**src/rtl/tbd_pkg.sv**
```systemverilog
package tbd_pkg;
  localparam int FLAG_W  = 16;
  localparam int B_READY = 0;
  localparam int B_WRAP  = 1;
  localparam int B_LAST  = 2;
  localparam int B_CRC   = 3;

  typedef enum logic [2:0] {
    S_IDLE,
    S_FETCH,
    S_CHECK,
    S_SEND,
    S_WB
  } seq_t;
endpackage

```
**src/rtl/tbd_store.sv**
```systemverilog
module tbd_store
  import tbd_pkg::*;
#(
  parameter int DEPTH = 8,
  parameter int IDXW  = $clog2(DEPTH),
  parameter int LENW  = 16,
  parameter int PTRW  = 32
) (
  input  logic              clk,
  input  logic              rst_n,
  input  logic              sw_we,
  input  logic [IDXW-1:0]   sw_idx,
  input  logic [FLAG_W-1:0] sw_status,
  input  logic [LENW-1:0]   sw_len,
  input  logic [PTRW-1:0]   sw_ptr,
  input  logic [IDXW-1:0]   sw_rd_idx,
  output logic [FLAG_W-1:0] sw_rd_status,
  input  logic              wb_en,
  input  logic [IDXW-1:0]   wb_idx,
  input  logic [FLAG_W-1:0] wb_status,
  input  logic              rd_en,
  input  logic [IDXW-1:0]   rd_idx,
  output logic [FLAG_W-1:0] rd_status,
  output logic [LENW-1:0]   rd_len,
  output logic [PTRW-1:0]   rd_ptr
);
  logic [FLAG_W-1:0] st_mem  [DEPTH];
  logic [LENW-1:0]   len_mem [DEPTH];
  logic [PTRW-1:0]   ptr_mem [DEPTH];

  assign sw_rd_status = st_mem[sw_rd_idx];

  // Engine writeback is applied after the software write, so it wins on a
  // same-index collision.
  always_ff @(posedge clk or negedge rst_n) begin
    if (!rst_n) begin
      for (int i = 0; i < DEPTH; i++) begin
        st_mem[i]  <= '0;
        len_mem[i] <= '0;
        ptr_mem[i] <= '0;
      end
      rd_status <= '0;
      rd_len    <= '0;
      rd_ptr    <= '0;
    end else begin
      if (sw_we) begin
        st_mem[sw_idx]  <= sw_status;
        len_mem[sw_idx] <= sw_len;
        ptr_mem[sw_idx] <= sw_ptr;
      end
      if (wb_en) st_mem[wb_idx] <= wb_status;
      if (rd_en) begin
        rd_status <= st_mem[rd_idx];
        rd_len    <= len_mem[rd_idx];
        rd_ptr    <= ptr_mem[rd_idx];
      end
    end
  end
endmodule

```
**src/rtl/tbd_step.sv**
```systemverilog
module tbd_step #(
  parameter int DEPTH = 8,
  parameter int IDXW  = $clog2(DEPTH)
) (
  input  logic [IDXW-1:0] cur,
  input  logic [IDXW-1:0] base,
  input  logic            wrap,
  output logic [IDXW-1:0] nxt
);
  localparam logic [IDXW-1:0] TOP_IDX = IDXW'(DEPTH - 1);

  always_comb begin
    if (wrap)                nxt = base;
    else if (cur == TOP_IDX) nxt = '0;
    else                     nxt = cur + 1'b1;
  end
endmodule

```
**src/rtl/tbd_seq.sv**
```systemverilog
module tbd_seq
  import tbd_pkg::*;
#(
  parameter int DEPTH = 8,
  parameter int IDXW  = $clog2(DEPTH)
) (
  input  logic              clk,
  input  logic              rst_n,
  input  logic              enable,
  input  logic [IDXW-1:0]   ring_base,
  input  logic              kick,
  input  logic              stop_req,
  input  logic              fo_ready,
  input  logic [FLAG_W-1:0] rd_status,
  output logic              rd_en,
  output logic [IDXW-1:0]   rd_idx,
  output logic              wb_en,
  output logic [IDXW-1:0]   wb_idx,
  output logic [FLAG_W-1:0] wb_status,
  output logic              fo_valid,
  output logic              active,
  output logic              stop_done
);
  seq_t            st;
  logic [IDXW-1:0] idx;
  logic [IDXW-1:0] nxt;
  logic            stop_pend;

  tbd_step #(.DEPTH(DEPTH), .IDXW(IDXW)) u_step (
    .cur  (idx),
    .base (ring_base),
    .wrap (rd_status[B_WRAP]),
    .nxt  (nxt)
  );

  assign rd_en     = (st == S_FETCH);
  assign rd_idx    = idx;
  assign wb_en     = (st == S_WB);
  assign wb_idx    = idx;
  assign wb_status = rd_status & ~(FLAG_W'(1) << B_READY);
  assign fo_valid  = (st == S_SEND);

  always_ff @(posedge clk or negedge rst_n) begin
    if (!rst_n) begin
      st        <= S_IDLE;
      idx       <= '0;
      active    <= 1'b0;
      stop_pend <= 1'b0;
      stop_done <= 1'b0;
    end else if (!enable) begin
      st        <= S_IDLE;
      idx       <= ring_base;
      active    <= 1'b0;
      stop_pend <= 1'b0;
      stop_done <= 1'b0;
    end else begin
      stop_done <= 1'b0;
      if (kick)     active    <= 1'b1;
      if (stop_req) stop_pend <= 1'b1;
      unique case (st)
        S_IDLE: begin
          if (stop_pend || stop_req) begin
            stop_pend <= 1'b0;
            stop_done <= 1'b1;
            active    <= 1'b0;
          end else if (active) begin
            st <= S_FETCH;
          end
        end
        S_FETCH: st <= S_CHECK;
        S_CHECK: begin
          if (rd_status[B_READY]) begin
            st <= S_SEND;
          end else begin
            // A kick arriving with the empty entry keeps the walk alive.
            active <= kick;
            st     <= S_IDLE;
          end
        end
        S_SEND: if (fo_ready) st <= S_WB;
        S_WB: begin
          // READY is cleared this cycle, before the next read of any entry.
          idx <= nxt;
          if (stop_pend || stop_req) begin
            stop_pend <= 1'b0;
            stop_done <= 1'b1;
            active    <= 1'b0;
            st        <= S_IDLE;
          end else begin
            st <= S_FETCH;
          end
        end
        default: st <= S_IDLE;
      endcase
    end
  end
endmodule

```
**src/rtl/tx_bd_ring.sv**
```systemverilog
module tx_bd_ring
  import tbd_pkg::*;
#(
  parameter int DEPTH = 8,
  parameter int IDXW  = $clog2(DEPTH),
  parameter int LENW  = 16,
  parameter int PTRW  = 32
) (
  input  logic              clk,
  input  logic              rst_n,
  input  logic              enable,
  input  logic [IDXW-1:0]   ring_base,
  input  logic              kick,
  input  logic              stop_req,
  output logic              active,
  output logic              stop_done,
  input  logic              dw_en,
  input  logic [IDXW-1:0]   dw_idx,
  input  logic [15:0]       dw_status,
  input  logic [LENW-1:0]   dw_len,
  input  logic [PTRW-1:0]   dw_ptr,
  input  logic [IDXW-1:0]   dr_idx,
  output logic [15:0]       dr_status,
  output logic              fo_valid,
  input  logic              fo_ready,
  output logic [PTRW-1:0]   fo_ptr,
  output logic [LENW-1:0]   fo_len,
  output logic              fo_crc,
  output logic              fo_last
);
  logic              rd_en;
  logic [IDXW-1:0]   rd_idx;
  logic [FLAG_W-1:0] rd_status;
  logic              wb_en;
  logic [IDXW-1:0]   wb_idx;
  logic [FLAG_W-1:0] wb_status;

  tbd_store #(.DEPTH(DEPTH), .IDXW(IDXW), .LENW(LENW), .PTRW(PTRW)) u_store (
    .clk          (clk),
    .rst_n        (rst_n),
    .sw_we        (dw_en),
    .sw_idx       (dw_idx),
    .sw_status    (dw_status),
    .sw_len       (dw_len),
    .sw_ptr       (dw_ptr),
    .sw_rd_idx    (dr_idx),
    .sw_rd_status (dr_status),
    .wb_en        (wb_en),
    .wb_idx       (wb_idx),
    .wb_status    (wb_status),
    .rd_en        (rd_en),
    .rd_idx       (rd_idx),
    .rd_status    (rd_status),
    .rd_len       (fo_len),
    .rd_ptr       (fo_ptr)
  );

  tbd_seq #(.DEPTH(DEPTH), .IDXW(IDXW)) u_seq (
    .clk       (clk),
    .rst_n     (rst_n),
    .enable    (enable),
    .ring_base (ring_base),
    .kick      (kick),
    .stop_req  (stop_req),
    .fo_ready  (fo_ready),
    .rd_status (rd_status),
    .rd_en     (rd_en),
    .rd_idx    (rd_idx),
    .wb_en     (wb_en),
    .wb_idx    (wb_idx),
    .wb_status (wb_status),
    .fo_valid  (fo_valid),
    .active    (active),
    .stop_done (stop_done)
  );

  assign fo_crc  = rd_status[B_CRC];
  assign fo_last = rd_status[B_LAST];
endmodule

```
**config.mk**
```make
export PLATFORM = sky130hd
export DESIGN_NAME = tx_bd_ring
export DESIGN_NICKNAME = d
export VERILOG_FILES = /design/src/rtl/tbd_pkg.sv /design/src/rtl/tbd_store.sv /design/src/rtl/tbd_step.sv /design/src/rtl/tbd_seq.sv /design/src/rtl/tx_bd_ring.sv
export SDC_FILE = /design/constraint.sdc
export NUM_CORES = 1
export LEC_CHECK = 0
export BUFFER_PORTS_ARGS = -buffer_cell sky130_fd_sc_hd__buf_4
export CELL_PAD_IN_SITES_DETAIL_PLACEMENT = 0
export CELL_PAD_IN_SITES_GLOBAL_PLACEMENT = 1
export CORE_MARGIN = 3
export CORE_UTILIZATION = 45
export CTS_BUF_LIST = sky130_fd_sc_hd__clkbuf_2
export CTS_CLUSTER_SIZE = 24
export DETAILED_ROUTE_END_ITERATION = 16
export PLACE_DENSITY = 0.7
export SLEW_MARGIN = 5
export SYNTH_ARGS = -nofsm -noshare
export SYNTH_HDL_FRONTEND = slang
export SYNTH_SLANG_ARGS = --single-unit
```
**constraint.sdc**
```tcl
create_clock -name clk -period 2.36 [get_ports clk]
set_input_delay 0.472 -clock clk [delete_from_list [all_inputs] [get_ports clk]]
set_output_delay 0.472 -clock clk [all_outputs]
set_load 0.05 [all_outputs]
```
==> results.cfg, run 1 <==
[status]
status = complete, but fails checks
violations = negative setup slack

[setup_path]
setup.worst_path.end_class = primary output
startpoint_type = flip-flop
crit_required_ns = 1.89
reg2regPathDepth = 5
rr_endpoint = u_seq.active
crit_path_start = u_store.st_mem[96]
cp-endpoint = dr_status[0]
path_max_fanout = 3
r2r-start = u_seq.st[0]
critPathKind = reg2out
cp.arrival_ns = 2.66
reg2reg_slack_ns = 0.34

[final_layout]
area_growth_pct = 23.1
final_cell_mix = dfrtp_1, mux2_2, mux2i_1
nets = 2709
final_util_pct = 56.5
nFillCells = 5236
final_common_cell = dfrtp_1
drive_above_1_share_pct = 39.7

[drt]
dr.pass1.iters = 6
vias = 20000
detail_route.iter0.violations = 1202
ant_nets = 0
via_per_inst = 5.60
wirelength_mm = 78.0
routedWlPerCell_um = 21.8
drc = 0

[synthesis]
synth_edf_count = 0
synth_flop_cell = dfrtp_1
synth_area_leaders = dfrtp_1, mux2_2, mux2i_1
synth-simple-area-share_pct = 3.58
yosys_warnings = 0
postSynthCellCount = 2201
synth_top_family_by_area = multiplexers
synth_xor_area_share_pct = 0
synth_compound_area_share_pct = 11.3
syn-num-nets = 2283
synth_area_um2 = 28000
synth_adder_area_share_pct = 0.0893
synth-seq-cells = 585
synth_top_area_share_pct = 52.2
yosys-mux-area-fraction_pct = 29.0
synthArstFlopShare_pct = 100
avgSynthCellArea_um2 = 12.7
ys_seq_area_share_pct = 52.2
yosysTopAreaCell = dfrtp_1
ys_types = 49

[cts]
clk_latency_ns = 1.34
clock-root-buffer = clkbuf_2
htreeDepth = 4
cts_buffers = 159
clkTransAtPathRegs_ns = 0.10
clock_path_buffers = 3
cts_tree = done
clkSinkCount = 585

[min_path]
min_path_type = in2reg
min_from = enable

[sta]
worst_pin_slew_ns = 0.899
fin_skew_ns = 0.0751
setup_viol = 54
fin_crit_sh_pct = 133
maxSlewViolCount = 0
rsz0062_at_grt = true
slew_headroom_pct = 40.1
hold_violations = 0
finalWorstPathRequiredPeriod_ns = 3.14
setup_slack_ns = -0.777
fmax_ghz = 0.319

[global_route]
grt_pass1_wl_mm = 123
grt_max_degree = 112
grt_overflow_total = 0
antenna_found_initial = 6
track_usage_pct = 23.9
grt_pass1_vias = 21500

[pwr]
power.share.switching_pct = 34.7
p_leak_nw = 15.4
netSwitchingPower_w = 0.0109
combPwrFrac_pct = 30.4
p_clk_share_pct = 23.7
intPower_w = 0.0206
powerDensity_nw_per_um2 = 912
p_seq_share_pct = 45.8
vdd_drop_max_mv = 0.611

[place]
dp_hpwl_mm = 43.9
port-buffer-count = 148
dp_slack_ns = 0.0562
gp_congestion = 0.791

[die]
die_width_um = 256
io_pins = 149
core_um2 = 61000
die_area_um2 = 65300
initial_core_util_pct = 45.9
fp.dieH_um = 256
row_count = 90

[run]
cap_violations = 0
-- power groups by stage --
stage / clock network [W] / registers (W) / logic, W
floorplan: 0 / 0.0152 / 0.00479
global placement: 0 / 0.0145 / 0.00802
detailed placement: 0 / 0.0146 / 0.00820
CTS: 0.00778 / 0.0144 / 0.00947
global route: 0.00834 / 0.0147 / 0.0103
finish: 0.00746 / 0.0144 / 0.00958
-- sequential cells by signal, indices dropped and copies added (netlist names) --
signal / count
u_store.ptr_mem: 256
u_store.len_mem: 128
u_store.st_mem: 128
u_store.rd_ptr: 32
u_store.rd_len: 16
u_store.rd_status: 16
u_seq.rd_idx: 3
u_seq.st: 3
u_seq.active: 1
u_seq.stop_done: 1
u_seq.stop_pend: 1
-- Yosys cell counts, drive strengths merged (2+ instances only) --
master / count
dfrtp: 585
mux2: 410
mux2i: 278
a21oi: 183
nor2: 148
buf: 146
clkbuf: 67
a22oi: 53
o22a: 53
o221ai: 42
o21ai: 33
a221oi: 32
mux4: 32
a2bb2oi: 21
or2: 21
nand2: 17
a31oi: 15
inv: 12
a21o: 10
nor3b: 5
nand2b: 4
nand3: 4
nand4b: 3
nor2b: 3
nor3: 3
and4bb: 2
ha: 2
nand3b: 2
nor4b: 2
o22ai: 2
o31ai: 2
-- metal layers --
layer | GRT usage, % | routed length (um) | vias to the layer above
li1 | - | - | 9102
met1 | 31.9 | 35300 | 10300
met2 | 39.1 | 37800 | 470
met3 | 4.48 | 3380 | 126
met4 | 8.52 | 1500 | 6
met5 | 0 | 41 | -
-- area by class of cell --
cell class | instances | area, um^2 | share of cell area [%]
repair buffers | 478 | 4860 | 14.1
clock inverters | 31 | 250 | 0.725
clock buffers | 244 | 1220 | 3.54
well taps | 828 | 1040 | 3.00
diodes | 9 | 22.5 | 0.0653
multi-input cells | 1391 | 12400 | 36.0
flip-flops and latches | 585 | 14700 | 42.5
inverters | 12 | 45.0 | 0.131
-- critical path: stages (launching register included) --
cell and delay, ns:
dfrtp_1 0.43, mux4_2 0.45, mux2_4 0.31, buf_8 0.16
-- worst min-delay path by stage --
stage                     depth (start not counted)              end  slack, ns
after floorplan                                   0     u_seq.active       0.18
after global placement                            1  u_seq.stop_done       0.43
after detailed placement                          1  u_seq.stop_done       0.43
after CTS                                         5  u_seq.rd_idx[2]      0.004
after global routing                              5  u_seq.rd_idx[2]       0.08
final                                             5  u_seq.rd_idx[2]       0.18
-- per-stage QoR --
stage                     cell area (um^2)  total power (W)  std cells  hold slack (ns)  setup TNS (ns)
after CTS                            34300           0.0316       3555          0.00352          -25.29
after global routing                 34500           0.0333       3576           0.0833          -25.12
final                                34500           0.0315       3578            0.179          -13.48
after global placement               30400           0.0225       3047            0.431               0
after floorplan                      28000           0.0200       2201            0.176               0
after detailed placement             30400           0.0228       3047            0.429               0
-- logic make-up after synthesis --
logic type,count (synthesis)
multiplexers,720
flip-flops,585
AO/OA/AOI/OAI,451
buffers and inverters,225
AND/OR/NAND/NOR,218
adder cells (fa/ha/maj),2
-- repair_timing --
action	in CTS	in global routing
pin swaps	1	0
endpoints found under the setup margin	69	69
setup buffers	75	14
hold buffers	158	0
resized for setup	92	16
endpoints found under the hold margin	1106	0
Power figures use the tool's default switching activity.
==> run 2: changes to the inputs <==
--- a/config.mk
+++ b/config.mk
@@ -17,4 +17,5 @@
 export SLEW_MARGIN = 5
 export SYNTH_ARGS = -nofsm -noshare
 export SYNTH_HDL_FRONTEND = slang
+export SYNTH_HIERARCHICAL = 1
 export SYNTH_SLANG_ARGS = --single-unit
==> results.cfg, run 2 <==
[drt]
routedWlPerCell_um = 22.4
wirelength_mm = 81.1
drc = 0
via_per_inst = 5.63
vias = 20400
detail_route.iter0.violations = 1224
dr.pass1.iters = 5
ant_nets = 0

[synthesis]
yosysTopAreaCell = dfrtp_1
synth-seq-cells = 585
ys_seq_area_share_pct = 50.6
synth_area_um2 = 28900
postSynthCellCount = 2262
synth_edf_count = 0
synthArstFlopShare_pct = 100
synth.most_common_cell = dfrtp_1
ys_types = 41
synth_area_leaders = dfrtp_1, mux2i_1, mux2_2
yosys_warnings = 6
synth_top_area_share_pct = 50.6
yosys-top-cells-count = dfrtp_1, mux2i_1, mux2_2
synth_flop_cell = dfrtp_1
avgSynthCellArea_um2 = 12.8
syn-num-nets = 2344

[cts]
cts_buffers = 156
htreeDepth = 4
clk_latency_ns = 1.27
clock-root-buffer = clkbuf_2
clkSinkCount = 585
cts_tree = done
clkTransAtPathRegs_ns = 0.10
clock_path_buffers = 3

[sta]
fmax_ghz = 0.321
rsz0062_at_grt = true
fin_skew_ns = 0.0812
tns_ns = -11.39
slew_headroom_pct = 44.7
fin_crit_sh_pct = 132
worst_pin_slew_ns = 0.829
hold_violations = 0
setup_viol = 18
setup_slack_ns = -0.756
finalWorstPathRequiredPeriod_ns = 3.12
fin_hold_ws_ns = 0.327
maxSlewViolCount = 0

[place]
gp_congestion = 0.832
dp_hpwl_mm = 46.1
port-buffer-count = 148
dp_slack_ns = 0.0138

[die]
row_count = 92
die_area_um2 = 67300
initial_core_util_pct = 45.7
die_width_um = 260
core_um2 = 63300
io_pins = 149
fp.dieH_um = 260

[run]
cap_violations = 0

[final_layout]
drive_above_1_share_pct = 32.0
largest_register_ff_count = 256
nets = 2753
final_cell_mix = dfrtp_1, mux2i_1, mux2_2
nFillCells = 5528
final_common_cell = dfrtp_1
largest_register = u_store/ptr_mem
area_growth_pct = 20.5
reg.largest.list = u_store/ptr_mem x256, u_store/len_mem x128, u_store/st_mem x128

[pwr]
powerDensity_nw_per_um2 = 903
p_leak_nw = 16.3
vdd_drop_max_mv = 0.723

[global_route]
grt_max_degree = 84
grt_overflow_total = 0
grtUsageMet2_pct = 38.2
grt_pass1_wl_mm = 125
track_usage_pct = 24.2
grtUsageMet1_pct = 33.4
grt_use_met3_pct = 5.05
grt_pass1_vias = 21200
grt.busiest_layer = met2
antenna_found_initial = 5

[setup_path]
crit_required_ns = 1.89
cp.arrival_ns = 2.64
critPathKind = reg2out
setup.worst_path.end_class = primary output
path_max_fanout = 3
startpoint_type = flip-flop

[min_path]
min_path_type = in2async

[status]
violations = negative setup slack
status = complete, but fails checks
## run 2: changes by cell type after synthesis, sizes merged, moves of 32 or more
cell	previous run	this run
a21oi	183	70
o21ai	33	66
a41o	0	64
nand2	17	67
o221ai	42	0
mux2i	278	323
clkbuf	67	101
nor2	148	71
nor2b	3	129
a211o	0	64
nand3	4	64
o22a	53	0
a221oi	32	0
## run 2: final timing paths
path / startpoint / end / slack (ns) / cells after the start
max: u_store/st_mem[3] / dr_status[3] / -0.76 / 3
min: rst_n / u_store/ptr_mem[49] / 0.33 / 4
max in group asynchronous: rst_n / u_store/len_mem[78] / 1.18 / 6
min reg2reg: u_store/len_mem[56] / u_store/len_mem[56] / 0.48 / 1
max reg2reg: u_seq/st[2] / u_seq/active / 0.25 / 5
min in group clk: ring_base[1] / u_seq/rd_idx[1] / 0.35 / 5
## run 2: worst max-delay path, cell delays in order (launching register included)
cell and delay (ns):
dfrtp_1 0.43, mux4_2 0.49, mux2_4 0.29, buf_6 0.16
## run 2: layer usage
layer  share of wire, %  vias to the layer above
met1                 46                    10500
met3                5.3                      142
met2                 47                      564
li1                   -                     9172
met4                2.0                        4
met5              0.033                        -
## run 2: area by class of cell
type	instances	area [um^2]	share of cell area [%]
well taps	846	1060	3.04
diodes	5	12.5	0.0359
multi-input cells	1450	12900	37.1
flip-flops and latches	585	14700	42.1
clock inverters	17	118	0.338
clock buffers	236	1180	3.39
repair buffers	478	4880	14.0
## run 2: cell families after synthesis
logic type	synth area share, %
other	0.0130
AND/OR/NAND/NOR	6.60
adder cells (fa/ha/maj)	0.0865
multiplexers	29.6
flip-flops	50.6
buffers and inverters	4.80
AO/OA/AOI/OAI	8.26
## run 2: metrics by stage
stage               cells  power (W)  utilization, %  instance area, um^2
detailed placement   3128     0.0235            49.1                31100
floorplan            2262     0.0207               -                28900
CTS                  3604     0.0317            54.9                34800
finish               3617     0.0315            55.0                34800
global route         3614     0.0333            55.0                34800
global placement     3128     0.0232            49.1                31100
## run 2: repair_timing
action,4_1_cts,5_1_grt
gates resized for setup,118,6
buffers inserted,60,9
setup endpoints to repair,69,103
endpoints found under the hold margin,1106,0
hold buffers,164,0
## run 2: power by group
part	switching [W]	leakage [nW]	internal (W)	total, W
combinational	0.00510	8.26	0.00499	0.0101
clock	0.00412	1.05	0.00280	0.00693
sequential	0.00190	6.96	0.0125	0.0144
